==> src/rtl/dp_alu_pkg.sv <==
package dp_alu_pkg;

    typedef enum logic [3:0] {
        OP_AND = 4'd0,  OP_EOR = 4'd1,  OP_SUB = 4'd2,  OP_RSB = 4'd3,
        OP_ADD = 4'd4,  OP_ADC = 4'd5,  OP_SBC = 4'd6,  OP_RSC = 4'd7,
        OP_TST = 4'd8,  OP_TEQ = 4'd9,  OP_CMP = 4'd10, OP_CMN = 4'd11,
        OP_ORR = 4'd12, OP_MOV = 4'd13, OP_BIC = 4'd14, OP_MVN = 4'd15
    } dp_op_e;

    typedef enum logic {
        CLS_LOGIC = 1'b0,
        CLS_ARITH = 1'b1
    } dp_cls_e;

    typedef enum logic [1:0] {
        CIN_ZERO  = 2'd0,
        CIN_ONE   = 2'd1,
        CIN_CARRY = 2'd2
    } dp_cin_e;

    typedef struct packed {
        logic n;
        logic z;
        logic c;
        logic v;
    } dp_flags_t;

    typedef struct packed {
        dp_cls_e cls;
        logic    writes;
        logic    swap;
        logic    inv;
        dp_cin_e cin_sel;
    } dp_ctrl_t;

endpackage

==> src/rtl/dp_decode.sv <==
module dp_decode
    import dp_alu_pkg::*;
(
    input  dp_op_e   op,
    output dp_ctrl_t ctrl
);

    always_comb begin
        ctrl = '{cls: CLS_LOGIC, writes: 1'b1, swap: 1'b0, inv: 1'b0, cin_sel: CIN_ZERO};
        unique case (op)
            OP_AND, OP_EOR, OP_ORR, OP_MOV, OP_BIC, OP_MVN: begin
                ctrl.cls = CLS_LOGIC;
            end
            OP_TST, OP_TEQ: begin
                ctrl.cls    = CLS_LOGIC;
                ctrl.writes = 1'b0;
            end
            OP_ADD: ctrl.cls = CLS_ARITH;
            OP_ADC: begin
                ctrl.cls     = CLS_ARITH;
                ctrl.cin_sel = CIN_CARRY;
            end
            OP_CMN: begin
                ctrl.cls    = CLS_ARITH;
                ctrl.writes = 1'b0;
            end
            OP_SUB: begin
                ctrl.cls     = CLS_ARITH;
                ctrl.inv     = 1'b1;
                ctrl.cin_sel = CIN_ONE;
            end
            OP_CMP: begin
                ctrl.cls     = CLS_ARITH;
                ctrl.inv     = 1'b1;
                ctrl.cin_sel = CIN_ONE;
                ctrl.writes  = 1'b0;
            end
            OP_RSB: begin
                ctrl.cls     = CLS_ARITH;
                ctrl.swap    = 1'b1;
                ctrl.inv     = 1'b1;
                ctrl.cin_sel = CIN_ONE;
            end
            OP_SBC: begin
                ctrl.cls     = CLS_ARITH;
                ctrl.inv     = 1'b1;
                ctrl.cin_sel = CIN_CARRY;
            end
            OP_RSC: begin
                ctrl.cls     = CLS_ARITH;
                ctrl.swap    = 1'b1;
                ctrl.inv     = 1'b1;
                ctrl.cin_sel = CIN_CARRY;
            end
            default: ctrl.cls = CLS_LOGIC;
        endcase
    end

endmodule

==> src/rtl/dp_addsub.sv <==
module dp_addsub #(
    parameter int WIDTH = 32
) (
    input  logic [WIDTH-1:0] a,
    input  logic [WIDTH-1:0] b,
    input  logic             swap,
    input  logic             inv,
    input  logic             cin,
    output logic [WIDTH-1:0] sum,
    output logic             cout,
    output logic             ovf
);

    localparam int MSB = WIDTH - 1;

    logic [WIDTH-1:0] x;
    logic [WIDTH-1:0] y_raw;
    logic [WIDTH-1:0] y;
    logic [WIDTH:0]   wide;

    always_comb begin
        x     = swap ? b : a;
        y_raw = swap ? a : b;
        y     = inv ? ~y_raw : y_raw;
        wide  = {1'b0, x} + {1'b0, y} + {{WIDTH{1'b0}}, cin};
        sum   = wide[MSB:0];
        cout  = wide[WIDTH];
        ovf   = (x[MSB] == y[MSB]) && (wide[MSB] != x[MSB]);
    end

endmodule

==> src/rtl/dp_logic.sv <==
module dp_logic
    import dp_alu_pkg::*;
#(
    parameter int WIDTH = 32
) (
    input  dp_op_e           op,
    input  logic [WIDTH-1:0] a,
    input  logic [WIDTH-1:0] b,
    output logic [WIDTH-1:0] res
);

    always_comb begin
        unique case (op)
            OP_AND, OP_TST: res = a & b;
            OP_EOR, OP_TEQ: res = a ^ b;
            OP_ORR:         res = a | b;
            OP_MOV:         res = b;
            OP_BIC:         res = a & ~b;
            OP_MVN:         res = ~b;
            default:        res = '0;
        endcase
    end

endmodule

==> src/rtl/dp_flagsel.sv <==
module dp_flagsel
    import dp_alu_pkg::*;
#(
    parameter int WIDTH = 32
) (
    input  dp_cls_e          cls,
    input  logic             update,
    input  logic             restore,
    input  logic [WIDTH-1:0] res,
    input  logic             cout,
    input  logic             ovf,
    input  logic             shc,
    input  dp_flags_t        fin,
    output dp_flags_t        fout
);

    localparam int MSB = WIDTH - 1;

    always_comb begin
        fout = fin;
        if (update && !restore) begin
            fout.n = res[MSB];
            fout.z = ~|res;
            if (cls == CLS_LOGIC) begin
                fout.c = shc;
                fout.v = fin.v;
            end else begin
                fout.c = cout;
                fout.v = ovf;
            end
        end
    end

endmodule

==> src/rtl/dp_alu.sv <==
module dp_alu
    import dp_alu_pkg::*;
#(
    parameter int WIDTH = 32
) (
    input  logic [3:0]       op,
    input  logic             set_flags,
    input  logic [WIDTH-1:0] op_a,
    input  logic [WIDTH-1:0] op_b,
    input  logic             shift_carry,
    input  logic [3:0]       flags_in,
    input  logic             dest_is_pc,
    input  logic             mode_has_saved,
    output logic [WIDTH-1:0] result,
    output logic             result_we,
    output logic [3:0]       flags_out,
    output logic             restore_req
);

    dp_op_e           op_e;
    dp_ctrl_t         ctrl;
    dp_flags_t        fin;
    dp_flags_t        fout;
    logic             cin;
    logic [WIDTH-1:0] arith_sum;
    logic [WIDTH-1:0] logic_res;
    logic             cout;
    logic             ovf;
    logic             update;

    assign op_e = dp_op_e'(op);
    assign fin  = dp_flags_t'(flags_in);

    dp_decode u_decode (
        .op   (op_e),
        .ctrl (ctrl)
    );

    always_comb begin
        unique case (ctrl.cin_sel)
            CIN_ONE:   cin = 1'b1;
            CIN_CARRY: cin = fin.c;
            default:   cin = 1'b0;
        endcase
    end

    dp_addsub #(.WIDTH(WIDTH)) u_addsub (
        .a    (op_a),
        .b    (op_b),
        .swap (ctrl.swap),
        .inv  (ctrl.inv),
        .cin  (cin),
        .sum  (arith_sum),
        .cout (cout),
        .ovf  (ovf)
    );

    dp_logic #(.WIDTH(WIDTH)) u_logic (
        .op  (op_e),
        .a   (op_a),
        .b   (op_b),
        .res (logic_res)
    );

    always_comb begin
        update      = set_flags | ~ctrl.writes;
        restore_req = update & dest_is_pc & mode_has_saved;
        result      = (ctrl.cls == CLS_LOGIC) ? logic_res : arith_sum;
        result_we   = ctrl.writes;
    end

    dp_flagsel #(.WIDTH(WIDTH)) u_flagsel (
        .cls     (ctrl.cls),
        .update  (update),
        .restore (restore_req),
        .res     (result),
        .cout    (cout),
        .ovf     (ovf),
        .shc     (shift_carry),
        .fin     (fin),
        .fout    (fout)
    );

    assign flags_out = fout;

endmodule

==> config.mk <==
export PLATFORM = sky130hd
export DESIGN_NAME = dp_alu
export DESIGN_NICKNAME = d
export VERILOG_FILES = /design/src/rtl/dp_alu_pkg.sv /design/src/rtl/dp_decode.sv /design/src/rtl/dp_addsub.sv /design/src/rtl/dp_logic.sv /design/src/rtl/dp_flagsel.sv /design/src/rtl/dp_alu.sv
export SDC_FILE = /design/constraint.sdc
export NUM_CORES = 1
export LEC_CHECK = 0
export BUFFER_PORTS_ARGS = -buffer_cell sky130_fd_sc_hd__buf_2
export CORE_ASPECT_RATIO = 0.6
export CORE_MARGIN = 2
export CORE_UTILIZATION = 42
export DETAILED_ROUTE_END_ITERATION = 12
export GPL_TIMING_DRIVEN = 1
export PLACE_DENSITY = 0.73
export SETUP_SLACK_MARGIN = 0.02
export SLEW_MARGIN = 20
export SYNTH_ARGS = -nofsm -noshare
export SYNTH_HDL_FRONTEND = slang
export SYNTH_SLANG_ARGS = --single-unit
==> constraint.sdc <==
create_clock -name vclk -period 6.4
set_input_delay 0.64 -clock vclk [all_inputs]
set_output_delay 0.64 -clock vclk [all_outputs]
set_load 0.01 [all_outputs]
==> impl_metrics.ini, run 1 <==
[timing]
fmax_ghz = 0.1665
finalHoldViolations = 0
finalMaxSlewViolations = 0
rsz0062_at_grt = no
setup_viol = 0
finalCritPeriodShare = 0.9383
tns_ns = 0
tightest_slew_ns = 1.064
setup_ws_ns = 0.3947
slew_headroom = 0.2907
period_minus_slack_ns = 6.005

[power]
p_leak_nw = 2.935
ir_drop_mv = 0.04081
power.density_nw_per_um2 = 144.4
power.total_w = 0.0008850

[die]
core_area_um2 = 12730
die_h_um = 92.00
die_area_um2 = 13860
rows = 32
die_x_um = 150.7
io_pins = 114
initial_core_util = 0.4257

[drt]
viasPerCell = 6.139
drt_iter0_markers = 661
route.detailed.drc = 0
num_vias = 6870
wl_per_cell_um = 17.34
wl_mm = 19.41
ant_nets = 0
firstDrtPassIters = 5

[critical_path]
cp-start-kind = primary input
cp.arrival_ns = 5.37
path_class = in2out
cp.required_ns = 5.76
cp_max_fo = 8
critPathCaptureType = primary output

[synthesis]
synth_top_family_by_area = compound AO/OA/AOI/OAI gates
synth_compound_area_frac = 0.4033
synthMuxAreaShare = 0.01339
synth_cell_types = 81
synth_xor_xnor_area_share = 0.08726
synth_area_um2 = 5420
syn_avg_cell_area_um2 = 6.230
ys_seq_area_frac = 0
syn_inst = 870
ys_warn_count = 0
synth_nets = 1013
synthAdderAreaFrac = 0.1574
synth_simple_gate_area_share = 0.2267

[grt]
grt_pass1_wl_mm = 30.37
grt_max_degree = 57
gr-total-overflow = 0
track_usage = 0.2665
grt_pass1_vias = 5972
antenna_found_initial = 0

[final_layout]
area.sequential_um2 = 0
area_growth_pct = 13.04
layout_commonest_cell = buf_2
seq_cell_count = 0
final_nets = 1094
final_layout_size_suffix_gt1_frac = 0.1749
n_clock_buffer = 0
mostFrequentLayoutCells = 114 x buf_2, 101 x a21oi_1, 95 x nand2_1, 84 x inv_1, 82 x nor2_1
antenna_cells = 0

[placement]
gp_congestion = 1.039
dpl.hpwl_mm = 15.03
port_buffers = 114
pre_cts_slack_ns = 0.2578

[clock_network]
cts-hold-fix-buffers = 0

[job]
maxCapViolCount = 0

[worst_hold_path]
holdCritPathClass = in2out
whs_path_depth = 3
min_to = flags_out[2]
holdCritStartpoint = flags_in[2]

[run_status]
run_status = completed
[critical path, stage by stage]
cell and delay (ns):
buf_2 0.16, nor2b_1 0.26, and2_1 0.19, inv_1 0.05
ha_1 0.19, a21oi_1 0.11, or2_2 0.13, fa_1 0.19
inv_1 0.08, fa_1 0.45, a21o_1 0.23, a221oi_4 0.35
o31ai_2 0.14, or4b_1 0.18, a21oi_1 0.06, or4_4 0.54
nor4_2 0.38, or4b_1 0.49, nor4_2 0.31, a21o_1 0.12
buf_2 0.12
[synthesized netlist by cell type, types with 4 or more instances]
cell type  instances  area (µm²)
nor2_1            83       311.6
o211ai_1          10       75.07
a21oi_1          101       505.5
o21a_1             5       37.54
nor4_1             6       37.54
a22oi_1           20       150.1
nor2b_1            5       31.28
mux2i_1            5       50.05
o21ai_1            7       35.03
nor3_1            10       50.05
inv_1             84       315.3
a21o_1            10       75.07
and2_1             4       25.02
o21ai_0           76       380.4
nand3_1           20       100.1
a32o_1             4       40.04
a211oi_1           7       52.55
or3_1              6       37.54
ha_1              65       813.3
buf_6              7       78.83
xor2_1            41       359.1
nand2_1           95       356.6
a22o_1             6       52.55
buf_2              6       30.03
and3_1             5       31.28
clkbuf_1          36       135.1
xnor2_1           13       113.9
a32oi_1            6       52.55
a311oi_1           6       52.55
a211o_1            5       43.79
o31ai_1            6       45.04
a31oi_1           17       106.4
nand4_1            6       37.54
or4_1              6       45.04
o221ai_1          13       113.9
[worst max path at each step]
stage / from / endpoint / slack [ns] / depth (start not counted)
after floorplan: op[1] / flags_out[2] / 0.19 / 22
after global placement: op[2] / flags_out[2] / 0.38 / 21
after detailed placement: op[2] / flags_out[2] / 0.26 / 21
after CTS: op[2] / flags_out[2] / 0.23 / 21
after global routing: op[2] / flags_out[2] / 0.07 / 21
final: op[2] / flags_out[2] / 0.39 / 21
[metrics by stage]
step           instances  utilization  hold WS [ns]  cell area [µm²]
2_1_floorplan        870            -         1.390             5420
6_report            1119       0.4812         1.571             6127
5_1_grt             1119       0.4812         1.603             6127
3_5_place_dp        1119       0.4802         1.577             6115
4_1_cts             1119       0.4802         1.580             6115
3_3_place_gp        1119       0.4802         1.569             6115
[layer usage]
metal,wire length [µm],share of wire,vias to the layer above,global-route usage
li1,-,-,3338,-
met1,8851,0.46,3136,0.3960
met2,7860,0.40,377,0.4023
met3,2474,0.13,19,0.05473
met4,222,0.011,0,0.03427
met5,0,0,-,0
[repair_timing]
action,CTS,global route
setup endpoints to repair,0,1
resized for setup,0,2
buffers inserted,0,0
[report_power, final]
group	leakage [nW]	internal (W)	switching (W)
Combinational	2.94	0.000340	0.000545
Sequential	0	0	0
Clock	0	0	0
Total	2.94	0.000340	0.000545
[layout make-up]
cell class | count | area, µm²
Inverter | 85 | 319.1
Multi-Input combinational cell | 730 | 4862
Timing Repair Buffer | 134 | 733.2
Tap cell | 170 | 212.7
Fill cell | 1365 | 6605
[kinds of logic (layout without fill, tap and decap cells)]
logic type / after synthesis / count (layout)
compound gates: 336 / 336
simple gates: 266 / 266
buf+inv: 140 / 219
fa+ha+maj: 67 / 67
xor+xnor: 54 / 54
mux: 7 / 7
No activity file was read; power rests on OpenSTA's default activity.
==> run 2, diff against run 1 <==
==> constraint.sdc (replaced) <==
create_clock -name vclk -period 5.3
set_input_delay 0.53 -clock vclk [all_inputs]
set_output_delay 0.53 -clock vclk [all_outputs]
set_load 0.01 [all_outputs]
==> impl_metrics.ini, run 2 (synthesis results as in run 1) <==
[worst_hold_path]
holdCritPathClass = in2out

[timing]
finalCritPeriodShare = 0.9955
slew_headroom = 0.4705
rsz0062_at_grt = yes
period_minus_slack_ns = 5.276
setup_viol = 0
fin_hold_ws_ns = 1.354
fmax_ghz = 0.1895
tightest_slew_ns = 0.7913
finalHoldViolations = 0
finalMaxSlewViolations = 0

[critical_path]
cp.required_ns = 4.77
cp-start-kind = primary input
critPathCaptureType = primary output
path_class = in2out
cp.arrival_ns = 4.75
cp_max_fo = 4

[final_layout]
final_layout_size_suffix_gt1_frac = 0.2867
fillCellCount = 1221
final_nets = 1202
final_cells = 1227
layout_commonest_cell = buf_4
mostFrequentLayoutCells = 120 x buf_4, 110 x buf_2, 98 x a21oi_1, 93 x nand2_1, 80 x nor2_1
n_clock_buffer = 0
seq_cell_count = 0
area_growth_pct = 33.43
antenna_cells = 0
area.sequential_um2 = 0
utilization = 0.5680

[grt]
grt_pass1_wl_mm = 33.88
track_usage = 0.3001
grt_pass1_vias = 6747
grt_max_degree = 34
antenna_found_initial = 0
gr-total-overflow = 0

[power]
p_leak_nw = 3.566
power.density_nw_per_um2 = 186.3
ir_drop_mv = 0.08825

[die]
die_x_um = 150.7
initial_core_util = 0.4257
die_h_um = 92.00
rows = 32
die_area_um2 = 13860
core_area_um2 = 12730
io_pins = 114

[drt]
firstDrtPassIters = 6
num_vias = 7518
ant_nets = 0
viasPerCell = 6.127
drt_iter0_markers = 745
wl_per_cell_um = 18.02
wl_mm = 22.11
route.detailed.drc = 0

[clock_network]
cts-hold-fix-buffers = 0

[placement]
dp_cells = 1211
port_buffers = 114
dpl.hpwl_mm = 16.93
gp_congestion = 0.9922

[run_status]
run_status = completed

[job]
maxCapViolCount = 0
## run 2: final cells by class
cell class	count	area, µm²	share of cell area
Timing Repair Buffer	241	1655	0.2289
Multi-Input combinational cell	731	5040	0.6969
Tap cell	170	212.7	0.02941
Inverter	85	324.1	0.04481
## run 2: path summary, 6_finish.rpt
kind | endpoint | slack (ns) | cells past startpoint | from
max | flags_out[2] | 0.02 | 22 | op[2]
min | flags_out[2] | 1.35 | 3 | flags_in[2]
## run 2: repair_timing
action	in CTS	in global routing
pin swaps	16	24
endpoints found under the setup margin	1	1
setup buffers	7	6
cloned	3	0
gates resized for setup	19	37
## run 2: critical path, stage by stage
cell	delay (ns)
buf_8	0.08
nor2b_4	0.14
and2_4	0.17
inv_2	0.04
ha_4	0.15
a21oi_2	0.12
or2_4	0.14
fa_2	0.20
inv_2	0.05
fa_2	0.38
a21o_1	0.21
a221oi_4	0.32
o31ai_2	0.11
or4b_1	0.17
a21oi_1	0.06
or4_4	0.57
nor4_4	0.30
or4b_4	0.51
nor4_4	0.13
buf_4	0.15
a21o_1	0.08
buf_2	0.12
## run 2: power by group
| part | internal, W | switching, W | total [W] | leakage, nW |
|---|---|---|---|---|
| Combinational | 0.000604 | 0.000744 | 0.00135 | 3.57 |
| Sequential | 0 | 0 | 0 | 0 |
| Clock | 0 | 0 | 0 | 0 |
## run 2: per-stage QoR
step	area, µm²	total power (W)	worst slack, ns	TNS (ns)
finish	7232	0.001348	0.02365	0
global route	7232	0.001454	-0.1598	-0.1598
CTS	7036	0.001278	0.02009	0
detailed placement	6837	0.001232	-0.2581	-0.2581
global placement	6837	0.001224	-0.04153	-0.04153
floorplan	5513	0.0007340	-0.01187	-0.01187
## run 2: per-layer routing
layer	track usage	up-vias	routed length, µm
met3	0.05373	36	2727
met1	0.4456	3475	10030
li1	-	3558	-
met4	0.05296	0	344
met2	0.4523	449	9011
met5	0	-	0
==> run 3, diff against run 2 <==
==> constraint.sdc (replaced) <==
create_clock -name vclk -period 5.3
set_input_delay 0.265 -clock vclk [all_inputs]
set_output_delay 0.265 -clock vclk [all_outputs]
set_load 0.01 [all_outputs]
==> impl_metrics.ini, run 3 (synthesis results as in run 1) <==
[run_status]
run_status = completed

[placement]
port_buffers = 114
gp_congestion = 0.9834
dpl.hpwl_mm = 15.31
dp_cells = 1139
dpl_cell_area_um2 = 6267
pre_cts_slack_ns = -0.04791

[drt]
ant_nets = 0
drt_iter0_markers = 623
viasPerCell = 6.141
firstDrtPassIters = 6
num_vias = 7001
route.detailed.drc = 0
wl_per_cell_um = 17.41
wl_mm = 19.85

[final_layout]
n_clock_buffer = 0
seq_cell_count = 0
layout_commonest_cell = buf_2
final_cells = 1140
area.sequential_um2 = 0
area_growth_pct = 17.20
final_area_um2 = 6352
antenna_cells = 0
final_nets = 1115
final_layout_size_suffix_gt1_frac = 0.2010
utilization = 0.4989
mostFrequentLayoutCells = 113 x buf_2, 101 x a21oi_1, 95 x nand2_1, 84 x inv_1, 81 x nor2_1

[grt]
antenna_found_initial = 0
grt_pass1_vias = 6147
track_usage = 0.2760
gr-total-overflow = 0
grt_pass1_wl_mm = 31.46
grt_max_degree = 85

[power]
p_leak_nw = 3.060
ir_drop_mv = 0.05183
power.density_nw_per_um2 = 176.3

[timing]
setup_viol = 0
setup_ws_ns = 0.2278
slew_headroom = 0.3229
tightest_slew_ns = 1.015
finalHoldViolations = 0
finalMaxSlewViolations = 0
tns_ns = 0
finalCritPeriodShare = 0.9570
fmax_ghz = 0.1972
period_minus_slack_ns = 5.072

[critical_path]
cp_max_fo = 6
path_class = in2out
cp.arrival_ns = 4.81
critPathCaptureType = primary output
cp-start-kind = primary input
cp.required_ns = 5.04

[worst_hold_path]
holdCritPathClass = in2out

[die]
die_h_um = 92.00
die_x_um = 150.7
initial_core_util = 0.4257
io_pins = 114
rows = 32
core_area_um2 = 12730
die_area_um2 = 13860

[clock_network]
cts-hold-fix-buffers = 0

[job]
maxCapViolCount = 0
==> run 3: power by group <==
| group | leakage, nW | internal, W | switching [W] | total (W) |
|---|---|---|---|---|
| Combinational | 3.06 | 0.000444 | 0.000675 | 0.00112 |
| Sequential | 0 | 0 | 0 | 0 |
| Clock | 0 | 0 | 0 | 0 |
==> run 3: path summary, 6_finish.rpt <==
kind                     from            to  slack (ns)  cells after the start
setup / recovery        op[3]  flags_out[2]        0.23                     22
hold / removal    flags_in[2]  flags_out[2]        0.81                      3
==> run 3: through the flow <==
stage	total power (W)	hold WS, ns
finish	0.001120	0.8088
global route	0.001223	0.8436
CTS	0.001074	0.8111
detailed placement	0.001066	0.8106
global placement	0.001062	0.8092
floorplan	0.0007251	0.6397
==> run 3: what timing repair did <==
item | CTS | global route
buffers inserted | 0 | 1
setup endpoints to repair | 1 | 1
pin swaps | 0 | 5
gates resized for setup | 1 | 12
==> run 3: critical path, stage by stage <==
cell and delay (ns):
buf_2 0.14, nor2b_1 0.14, and2_1 0.17, inv_1 0.05
ha_1 0.18, a21oi_1 0.13, or2_2 0.15, fa_1 0.19
inv_1 0.09, fa_2 0.42, a21o_1 0.24, a221oi_4 0.41
o21ai_2 0.13, xnor2_1 0.23, a32oi_1 0.11, or3_1 0.39
or4_4 0.51, nand4bb_4 0.25, nor4_2 0.29, buf_4 0.16
a21o_1 0.07, buf_2 0.12
==> run 3: metal layers <==
metal | track usage | vias to the layer above | wire length (µm)
li1 | - | 3390 | -
met1 | 0.4214 | 3231 | 9193
met2 | 0.4068 | 354 | 8125
met3 | 0.03333 | 26 | 2201
met4 | 0.06231 | 0 | 325
met5 | 0 | - | 0
==> run 3: cell type report <==
type / instances / area (µm²)
repair buffers: 155 / 904.6
fillers: 1300 / 6380
inverters: 85 / 319.1
multi-input cells: 730 / 4916
well taps: 170 / 212.7
